File: src/rtl/crc_serial_pkg.sv
// Shared types for the bit-serial CRC unit.
// Assumes: none beyond standard SystemVerilog.
package crc_serial_pkg;
    // Phase of the frame sequencer: taking input bits, or emitting the remainder tail.
    typedef enum logic {
        PH_DATA = 1'b0,
        PH_TAIL = 1'b1
    } crc_phase_t;
endpackage

File: src/rtl/crc_div_reg.sv
// Remainder register of the augmented division.
// Each step shifts left, takes in one bit and folds in the taps when the
// bit leaving the top is 1. On the final encode beat it also runs DEG zero
// steps in one cycle, so the register holds the finished remainder. During
// the tail it shifts left with zero fill so the MSB can be sent out.
// Assumes: DEG >= 2; TAPS is the generator without its leading 1.
module crc_div_reg #(
    parameter int          DEG  = 3,
    parameter logic [DEG-1:0] TAPS = 3'b011
) (
    input  logic           clk,
    input  logic           rst_n,
    input  logic           step_en,
    input  logic           clear,
    input  logic           din,
    input  logic           finish_aug,
    input  logic           shift_out,
    output logic [DEG-1:0] rem_q,
    output logic [DEG-1:0] rem_step
);
    // One division step on a given register value and input bit.
    function automatic logic [DEG-1:0] div_step(input logic [DEG-1:0] r, input logic b);
        logic [DEG-1:0] s;
        s = {r[DEG-2:0], b};
        if (r[DEG-1]) s = s ^ TAPS;
        return s;
    endfunction

    logic [DEG-1:0] base;
    logic [DEG-1:0] aug_val;

    // Starting value for this beat: zero on a frame start.
    always_comb base = clear ? '0 : rem_q;

    // Result of the current input bit.
    always_comb rem_step = div_step(base, din);

    // Result after the appended zero bits, computed in one go.
    always_comb begin
        aug_val = rem_step;
        for (int i = 0; i < DEG; i++) aug_val = div_step(aug_val, 1'b0);
    end

    // Register update: step, finish with the zero bits, or shift the remainder out.
    always_ff @(posedge clk) begin
        if (!rst_n)                      rem_q <= '0;
        else if (step_en && finish_aug)  rem_q <= aug_val;
        else if (step_en)                rem_q <= rem_step;
        else if (shift_out)              rem_q <= {rem_q[DEG-2:0], 1'b0};
    end

    // A start beat carrying a 0 leaves the register at zero.
    assert_start_clears_R6: assert property (@(posedge clk) disable iff (!rst_n)
        (step_en && clear && !din && !finish_aug) |=> (rem_q == '0));

    // Idle cycles hold the register.
    assert_idle_holds_R11: assert property (@(posedge clk) disable iff (!rst_n)
        (!step_en && !shift_out) |=> $stable(rem_q));
endmodule

File: src/rtl/crc_frame_ctrl.sv
// Frame sequencer: accepts one bit per cycle and latches the mode on the
// start beat. After an encode frame it runs a DEG-cycle tail with input
// held off.
// Assumes: DEG >= 2.
module crc_frame_ctrl
    import crc_serial_pkg::*;
#(
    parameter int DEG = 3
) (
    input  logic clk,
    input  logic rst_n,
    input  logic in_valid,
    input  logic in_start,
    input  logic in_last,
    input  logic mode_chk,
    output logic in_ready,
    output logic beat,
    output logic frame_chk,
    output logic tail_active,
    output logic tail_final
);
    localparam int CW = $clog2(DEG + 1);
    localparam logic [CW-1:0] TAIL_END = CW'(DEG - 1);

    crc_phase_t    phase_q;
    logic [CW-1:0] tcnt_q;
    logic          mode_q;

    // Handshake and phase decode.
    always_comb begin
        tail_active = (phase_q == PH_TAIL);
        in_ready    = !tail_active;
        beat        = in_valid && in_ready;
        frame_chk   = (beat && in_start) ? mode_chk : mode_q;
        tail_final  = tail_active && (tcnt_q == TAIL_END);
    end

    // Latch the frame mode on the start beat.
    always_ff @(posedge clk) begin
        if (!rst_n)                 mode_q <= 1'b0;
        else if (beat && in_start)  mode_q <= mode_chk;
    end

    // Phase and tail counter sequencing.
    always_ff @(posedge clk) begin
        if (!rst_n) begin
            phase_q <= PH_DATA;
            tcnt_q  <= '0;
        end else if (tail_active) begin
            if (tail_final) begin
                phase_q <= PH_DATA;
                tcnt_q  <= '0;
            end else begin
                tcnt_q <= tcnt_q + 1'b1;
            end
        end else if (beat && in_last && !frame_chk) begin
            phase_q <= PH_TAIL;
            tcnt_q  <= '0;
        end
    end

    // The tail never holds input ready high.
    assert_tail_not_ready_R4: assert property (@(posedge clk) disable iff (!rst_n)
        tail_active |-> !in_ready);

    // The tail counter stays in range.
    assert_tail_bound_R4: assert property (@(posedge clk) disable iff (!rst_n)
        tail_active |-> (tcnt_q <= TAIL_END));

    // An encode last beat leads into the tail.
    assert_tail_entry_R4: assert property (@(posedge clk) disable iff (!rst_n)
        (beat && in_last && !frame_chk) |=> tail_active);
endmodule

File: src/rtl/crc_serial_unit.sv
// Top of the bit-serial CRC encoder/checker.
// In encode mode it passes message bits through and then appends the
// remainder. In check mode it reports whether the codeword leaves a zero
// remainder, one cycle after its last bit.
// Assumes: DEG >= 2; the output side never stalls.
module crc_serial_unit #(
    parameter int             DEG  = 3,
    parameter logic [DEG-1:0] TAPS = 3'b011
) (
    input  logic clk,
    input  logic rst_n,
    input  logic mode_chk,
    input  logic in_valid,
    output logic in_ready,
    input  logic in_bit,
    input  logic in_start,
    input  logic in_last,
    output logic out_valid,
    output logic out_bit,
    output logic out_last,
    output logic chk_done,
    output logic chk_pass
);
    logic           beat;
    logic           frame_chk;
    logic           tail_active;
    logic           tail_final;
    logic [DEG-1:0] rem_q;
    logic [DEG-1:0] rem_step;

    crc_frame_ctrl #(.DEG(DEG)) ctrl_i (
        .clk         (clk),
        .rst_n       (rst_n),
        .in_valid    (in_valid),
        .in_start    (in_start),
        .in_last     (in_last),
        .mode_chk    (mode_chk),
        .in_ready    (in_ready),
        .beat        (beat),
        .frame_chk   (frame_chk),
        .tail_active (tail_active),
        .tail_final  (tail_final)
    );

    crc_div_reg #(.DEG(DEG), .TAPS(TAPS)) div_i (
        .clk        (clk),
        .rst_n      (rst_n),
        .step_en    (beat),
        .clear      (in_start),
        .din        (in_bit),
        .finish_aug (in_last && !frame_chk),
        .shift_out  (tail_active),
        .rem_q      (rem_q),
        .rem_step   (rem_step)
    );

    // Output stream: message pass-through in encode mode, then the remainder tail.
    always_comb begin
        out_valid = (beat && !frame_chk) || tail_active;
        out_bit   = tail_active ? rem_q[DEG-1] : in_bit;
        out_last  = tail_final;
    end

    // Check verdict registered one cycle after the last codeword bit.
    always_ff @(posedge clk) begin
        if (!rst_n) begin
            chk_done <= 1'b0;
            chk_pass <= 1'b0;
        end else begin
            chk_done <= beat && in_last && frame_chk;
            chk_pass <= beat && in_last && frame_chk && (rem_step == '0);
        end
    end

    // A done strobe only follows an accepted last bit of a check frame.
    assert_done_origin_R7: assert property (@(posedge clk) disable iff (!rst_n)
        chk_done |-> $past(in_valid && in_ready && in_last));

    // The output stream and the check strobe never coincide.
    assert_out_excl_R8: assert property (@(posedge clk) disable iff (!rst_n)
        !(out_valid && chk_done));

    // An accepted encode bit is forwarded unchanged.
    assert_pass_through_R3: assert property (@(posedge clk) disable iff (!rst_n)
        (beat && !frame_chk) |-> (out_valid && (out_bit == in_bit)));
endmodule

File: config.mk
export PLATFORM = sky130hd
export DESIGN_NAME = crc_serial_unit
export DESIGN_NICKNAME = d
export VERILOG_FILES = /design/src/rtl/crc_serial_pkg.sv /design/src/rtl/crc_div_reg.sv /design/src/rtl/crc_frame_ctrl.sv /design/src/rtl/crc_serial_unit.sv
export SDC_FILE = /design/constraint.sdc
export NUM_CORES = 1
export LEC_CHECK = 0
export ABC_CLOCK_PERIOD_IN_PS = 1800
export BUFFER_PORTS_ARGS = -buffer_cell sky130_fd_sc_hd__buf_2
export CORE_AREA = 2 2 46 48
export CTS_BUF_LIST = sky130_fd_sc_hd__clkbuf_16
export CTS_CLUSTER_DIAMETER = 200
export CTS_CLUSTER_SIZE = 30
export DETAILED_ROUTE_END_ITERATION = 10
export DIE_AREA = 0 0 48 50
export PLACE_DENSITY_LB_ADDON = 0.3
export SYNTH_ARGS = -nofsm -noshare
export SYNTH_HDL_FRONTEND = slang
export SYNTH_SLANG_ARGS = --single-unit
File: constraint.sdc
create_clock -name clk -period 1.8 [get_ports clk]
set_input_delay 0.18 -clock clk [delete_from_list [all_inputs] [get_ports clk]]
set_output_delay 0.18 -clock clk [all_outputs]
set_load 0.01 [all_outputs]
After elaboration in Yosys (flattened, before gate mapping)
Index checks and enable logic that the tools add are counted.
{"block": "word_totals", "regBits": 9, "out_inout_bits": 6, "elab_cells": 44}
{"block": "classes", "n_addsub": 1, "n_eq_ne": 1, "mux": 16, "bitwise": 4, "reduce_logical": 16}
{"op": "2-bit 2-to-1 mux", "n": 7}
{"op": "3-bit 2-to-1 mux", "n": 4}
{"op": "1-bit logical AND", "n": 10}
{"op": "2-bit inverter", "n": 4}
{"op": "1-bit 2-to-1 mux", "n": 5}
{"op": "3-bit logical NOT", "n": 1}
{"op": "3-bit nonzero test", "n": 1}
{"op": "2-bit by 1-bit adder with 2-bit output, second input constant", "n": 1}
{"op": "2-bit equality test, second input constant", "n": 1}
{"op": "1-bit logical NOT", "n": 2}
{"op": "2-bit nonzero test", "n": 1}
{"op": "1-bit logical OR", "n": 1}

Longest topological paths before layout
{"block": "logic_depth", "ltp_word": 10, "depth_mapped": 5, "depth_no_buf": 4}

By module
From an unflattened synthesis, not the netlist that was laid out.
{"block": "hier_totals", "hier_cells": 64, "hier_area_um2": 576.8}
{"mod": "crc_div_reg", "instances": 1, "cells_each": 35, "area_per_inst_um2": 264.0}
{"mod": "crc_frame_ctrl", "instances": 1, "cells_each": 21, "area_per_inst_um2": 206.4}
{"mod": "crc_serial_unit", "instances": 1, "cells_each": 8, "area_per_inst_um2": 106.4}

Least setup slack after synthesis
Ideal clock, no wire load.
{"block": "synth_timing", "path_kind": "register to register", "from": "reg ctrl_i.phase_q, in the netlist ctrl_i.tail_active", "to": "reg div_i.rem_q[2]", "t_arrival_ps": 1225, "path_slack_ps": 505, "stages_incl_launch_ff": 6, "period_less_slack_ps": 1295, "cell_sequence": "dfxtp_1 buf_6 and2b_1 nand3_4 or3_1 a21oi_1"}
{"block": "synth_between", "elab_chain_cells": 8}
{"element": "start: declaration", "line": "crc_frame_ctrl.sv:25", "text": "crc_phase_t phase_q;"}
{"element": "start signal: assignment", "line": "crc_frame_ctrl.sv:47", "text": "phase_q <= PH_DATA;"}
{"element": "start signal: assignment", "line": "crc_frame_ctrl.sv:51", "text": "phase_q <= PH_DATA;"}
{"element": "start signal: assignment", "line": "crc_frame_ctrl.sv:57", "text": "phase_q <= PH_TAIL;"}
{"element": "1-bit logical NOT", "line": "crc_frame_ctrl.sv:32", "text": "in_ready = !tail_active;"}
{"element": "1-bit logical AND", "line": "crc_frame_ctrl.sv:33", "text": "beat = in_valid && in_ready;"}
{"element": "1-bit logical AND", "line": "crc_frame_ctrl.sv:34", "text": "frame_chk = (beat && in_start) ? mode_chk : mode_q;"}
{"element": "1-bit 2-to-1 mux", "line": "crc_frame_ctrl.sv:34"}
{"element": "1-bit logical NOT", "line": "crc_serial_unit.sv:51", "text": ".finish_aug (in_last && !frame_chk),"}
{"element": "1-bit logical AND", "line": "crc_serial_unit.sv:51"}
{"element": "1-bit logical AND", "line": "crc_div_reg.sv:47", "text": "else if (step_en && finish_aug) rem_q <= aug_val;"}
{"element": "3-bit nonzero test (no line) / 3-bit 2-to-1 mux (equally long branches)"}
{"element": "end signal: assignment", "line": "crc_div_reg.sv:47"}
{"element": "end signal: assignment", "line": "crc_div_reg.sv:48", "text": "else if (step_en) rem_q <= rem_step;"}
{"element": "end signal: assignment", "line": "crc_div_reg.sv:49", "text": "else if (shift_out) rem_q <= {rem_q[DEG-2:0], 1'b0};"}
{"element": "end: declaration", "line": "crc_div_reg.sv:18", "text": "output logic [DEG-1:0] rem_q,"}
Several ways; a longest one is shown, not always the timed one.
A chain may end at the register's enable or synchronous reset.

Worst setup path in the final report
Same ends and word-level chain as after synthesis.

==> impl_metrics.tcl <==
set metrics [dict create \
    rows 16 \
    maxSlewViolCount 0 \
    dr.first_iter.drc_count 7 \
    hpwl_um 855 \
    max_freq_mhz 743 \
    grt_use_total_pct 11.9 \
    reg2reg_from "ctrl_i.tail_active$_SDFF_PN0_" \
    setup_slack_ps 454 \
    final_antenna_net_count 0 \
    cts_tree "done" \
    reg2regPathDepth 4 \
    outcome "complete, no violations" \
    yosysSeqAreaShare_pct 30.5 \
    startpoint "ctrl_i.tail_active$_SDFF_PN0_" \
    yosys_warnings 0 \
    rsz0062_at_grt "no" \
    final_cell_area_um2 733 \
    die_x_um 48 \
    relSlewSlack_pct 77.6 \
    crit_fanout 9 \
    clk_pin_slew_ps 40 \
    cpPeakStageDelay_ps 370 \
    root_buffer "clkbuf_16" \
    drv_cap 0 \
    cts_setup_buffers 0 \
    synth_nets 74 \
    chipHeight_um 50 \
    grt_pass1_wl_um 2000 \
    synth_cells 67 \
    fp.dieArea_um2 2400 \
    tns_ps 0 \
    fin_crit_ps 1350 \
    syn-cell-area_um2 591 \
    reg2reg_slack_ps 450 \
    grt-ovfl-total 0 \
    drc_errors 0 \
    drive_above_1_share_pct 26.6 \
    critPathCaptureType "register" \
    cts_sinks 9 \
    startpoint_type "register" \
    crit_type "register to register" \
    coreArea_um2 1900 \
    r2r-end "div_i.rem_q[2]$_SDFFE_PN0P_" \
    port-buffer-count 12 \
    cp-endpoint "div_i.rem_q[2]$_SDFFE_PN0P_" \
    crit_slowest_cell "or3_1" \
    start_util_pct 31.1 \
    setup_violations 0 \
    place_area_um2 654 \
    holdWs_ps 256 \
    hold_viol 0 \
    num_antenna_cells 0 \
    num_io_pins 13 \
    power_mw 0.724 \
    pre_cts_ws_ps 398 \
    required_ps 1960 \
    skew_ps 2.14 \
    ys_ff_latch 9 \
    final_common_cell "buf_2" \
    crit_chain "and2b_1 -> nand3_4 -> or3_1 -> a21oi_1" \
    cts_buffers 3 \
    timing.final.crit_share_pct 74.8 \
    vias 505 \
    first_pass_iters 4 \
    antenna_found_initial 0 \
    synth_edf_count 0 \
    cts_resized 0 \
    synthFlopType "dfxtp_1" \
    grt_max_degree 12 \
    critPathArrivalTime_ps 1500 \
    avgRoutedWirePerCell_um 10.7 \
    final_cell_mix "12 x buf_2, 9 x dfxtp_1, 4 x inv_1, 4 x nor3_1, 4 x nand2_1" \
    tightestPinTransition_ps 335 \
    ctsHoldBuffers 0 \
    wirelength_um 1140 \
    p_leak_nw 0.315 \
    synthToLayoutAreaGrowth_pct 24.2 \
    grt_pass1_vias 466 \
    final_net_count 87 \
    syn_area_per_cell_um2 8.81 \
    max-clock-path-buffers 2 \
    clk_latency_ps 230 \
    synthArstFlopShare_pct 0 \
    place.gp.congestion 0.727 \
    cts.htree.levels 1 \
    multiInputGateArea_um2 362 \
    nFillCells 194 \
    seqCellArea_um2 180 \
    viasPerCell 4.76 \
    synth_cell_types 34 \
    p_per_area_nw_per_um2 988 \
    ir_drop_mv 0.609 \
    hold_path_class "input pin to register" \
]
==> how the worst min path moves through the flow <==
| stage | depth (start not counted) | from | endpoint | slack [ps] |
|---|---|---|---|---|
| 2_1_floorplan | 1 | rst_n | ctrl_i.tcnt_q[0]$_SDFFE_PN0P_ | 310 |
| 3_3_place_gp | 2 | ctrl_i.tcnt_q[1]$_SDFFE_PN0P_ | ctrl_i.tcnt_q[1]$_SDFFE_PN0P_ | 490 |
| 3_5_place_dp | 2 | ctrl_i.tcnt_q[1]$_SDFFE_PN0P_ | ctrl_i.tcnt_q[1]$_SDFFE_PN0P_ | 500 |
| 4_1_cts | 3 | rst_n | div_i.rem_q[2]$_SDFFE_PN0P_ | 260 |
| 5_1_grt | 2 | rst_n | div_i.rem_q[0]$_SDFFE_PN0P_ | 270 |
| 6_report | 3 | rst_n | div_i.rem_q[2]$_SDFFE_PN0P_ | 260 |
==> layer usage <==
metal / wire, um / global-route usage [%]
met1: 533 / 16.1
met2: 541 / 15.3
met3: 53 / 6.96
met4: 8 / 4.05
met5: 0 / 0
==> sequential cells by signal, summed over array words and instances (netlist names) <==
register	count
ctrl_i.tcnt_q	2
ctrl_i.mode_q	1
chk_done	1
chk_pass	1
ctrl_i.tail_active	1
div_i.rem_q	3
==> power by group <==
group / internal, mW / total, mW / switching [mW]
sequential: 0.212 / 0.232 / 0.0197
combinational: 0.0546 / 0.111 / 0.0568
clock: 0.290 / 0.381 / 0.0912
total: 0.557 / 0.724 / 0.168
==> kinds of logic (layout without fill, tap and decap cells) <==
logic type	count (synthesis)	in the layout	share of synthesized area, %
DFF	9	9	30.5
and+or+nand+nor	24	24	25.8
buffers and inverters	8	20	8.26
xor gates and xnor gates	4	4	5.93
muxes	3	3	7.41
AOI/OAI and AO/OA	19	19	22.0
==> layout make-up <==
type                       count  share of cell area (%)
clock buffer                   3                    10.2
sequential                     9                    24.6
timing repair buffer          13                    9.22
tap                           27                    4.61
multi-input combinational     50                    49.3
inverter                       3                    1.54
clock inverter                 1                   0.512
==> Yosys cell counts, types with 2 or more instances <==
cell | number | share of area (%)
a211oi_1 | 2 | 2.5
a21boi_0 | 2 | 2.5
a21oi_1 | 3 | 2.5
a31oi_1 | 3 | 3.2
and2_1 | 2 | 2.1
buf_2 | 3 | 2.5
buf_6 | 2 | 3.8
dfxtp_1 | 9 | 31
inv_1 | 3 | 1.9
nand2_1 | 4 | 2.5
nand3_1 | 2 | 1.7
nor2_1 | 2 | 1.3
nor2b_1 | 2 | 2.1
nor3_1 | 4 | 3.4
o21ai_0 | 2 | 1.7
o31ai_1 | 2 | 2.5
xor2_1 | 3 | 4.4
==> worst max-delay path, delay by kind of cell, from the launching register on <==
kind	cells	cell delay, ps
DFF	1	340
and+or+nand+nor	3	800
AOI/OAI and AO/OA	1	140
==> metrics by stage <==
step,utilization [%],instances
after floorplan,-,67
after detailed placement,34.4,102
after global routing,38.6,106
after CTS,38.6,106
final,38.6,106
after global placement,34.4,102
Power figures use the tool's default switching activity.
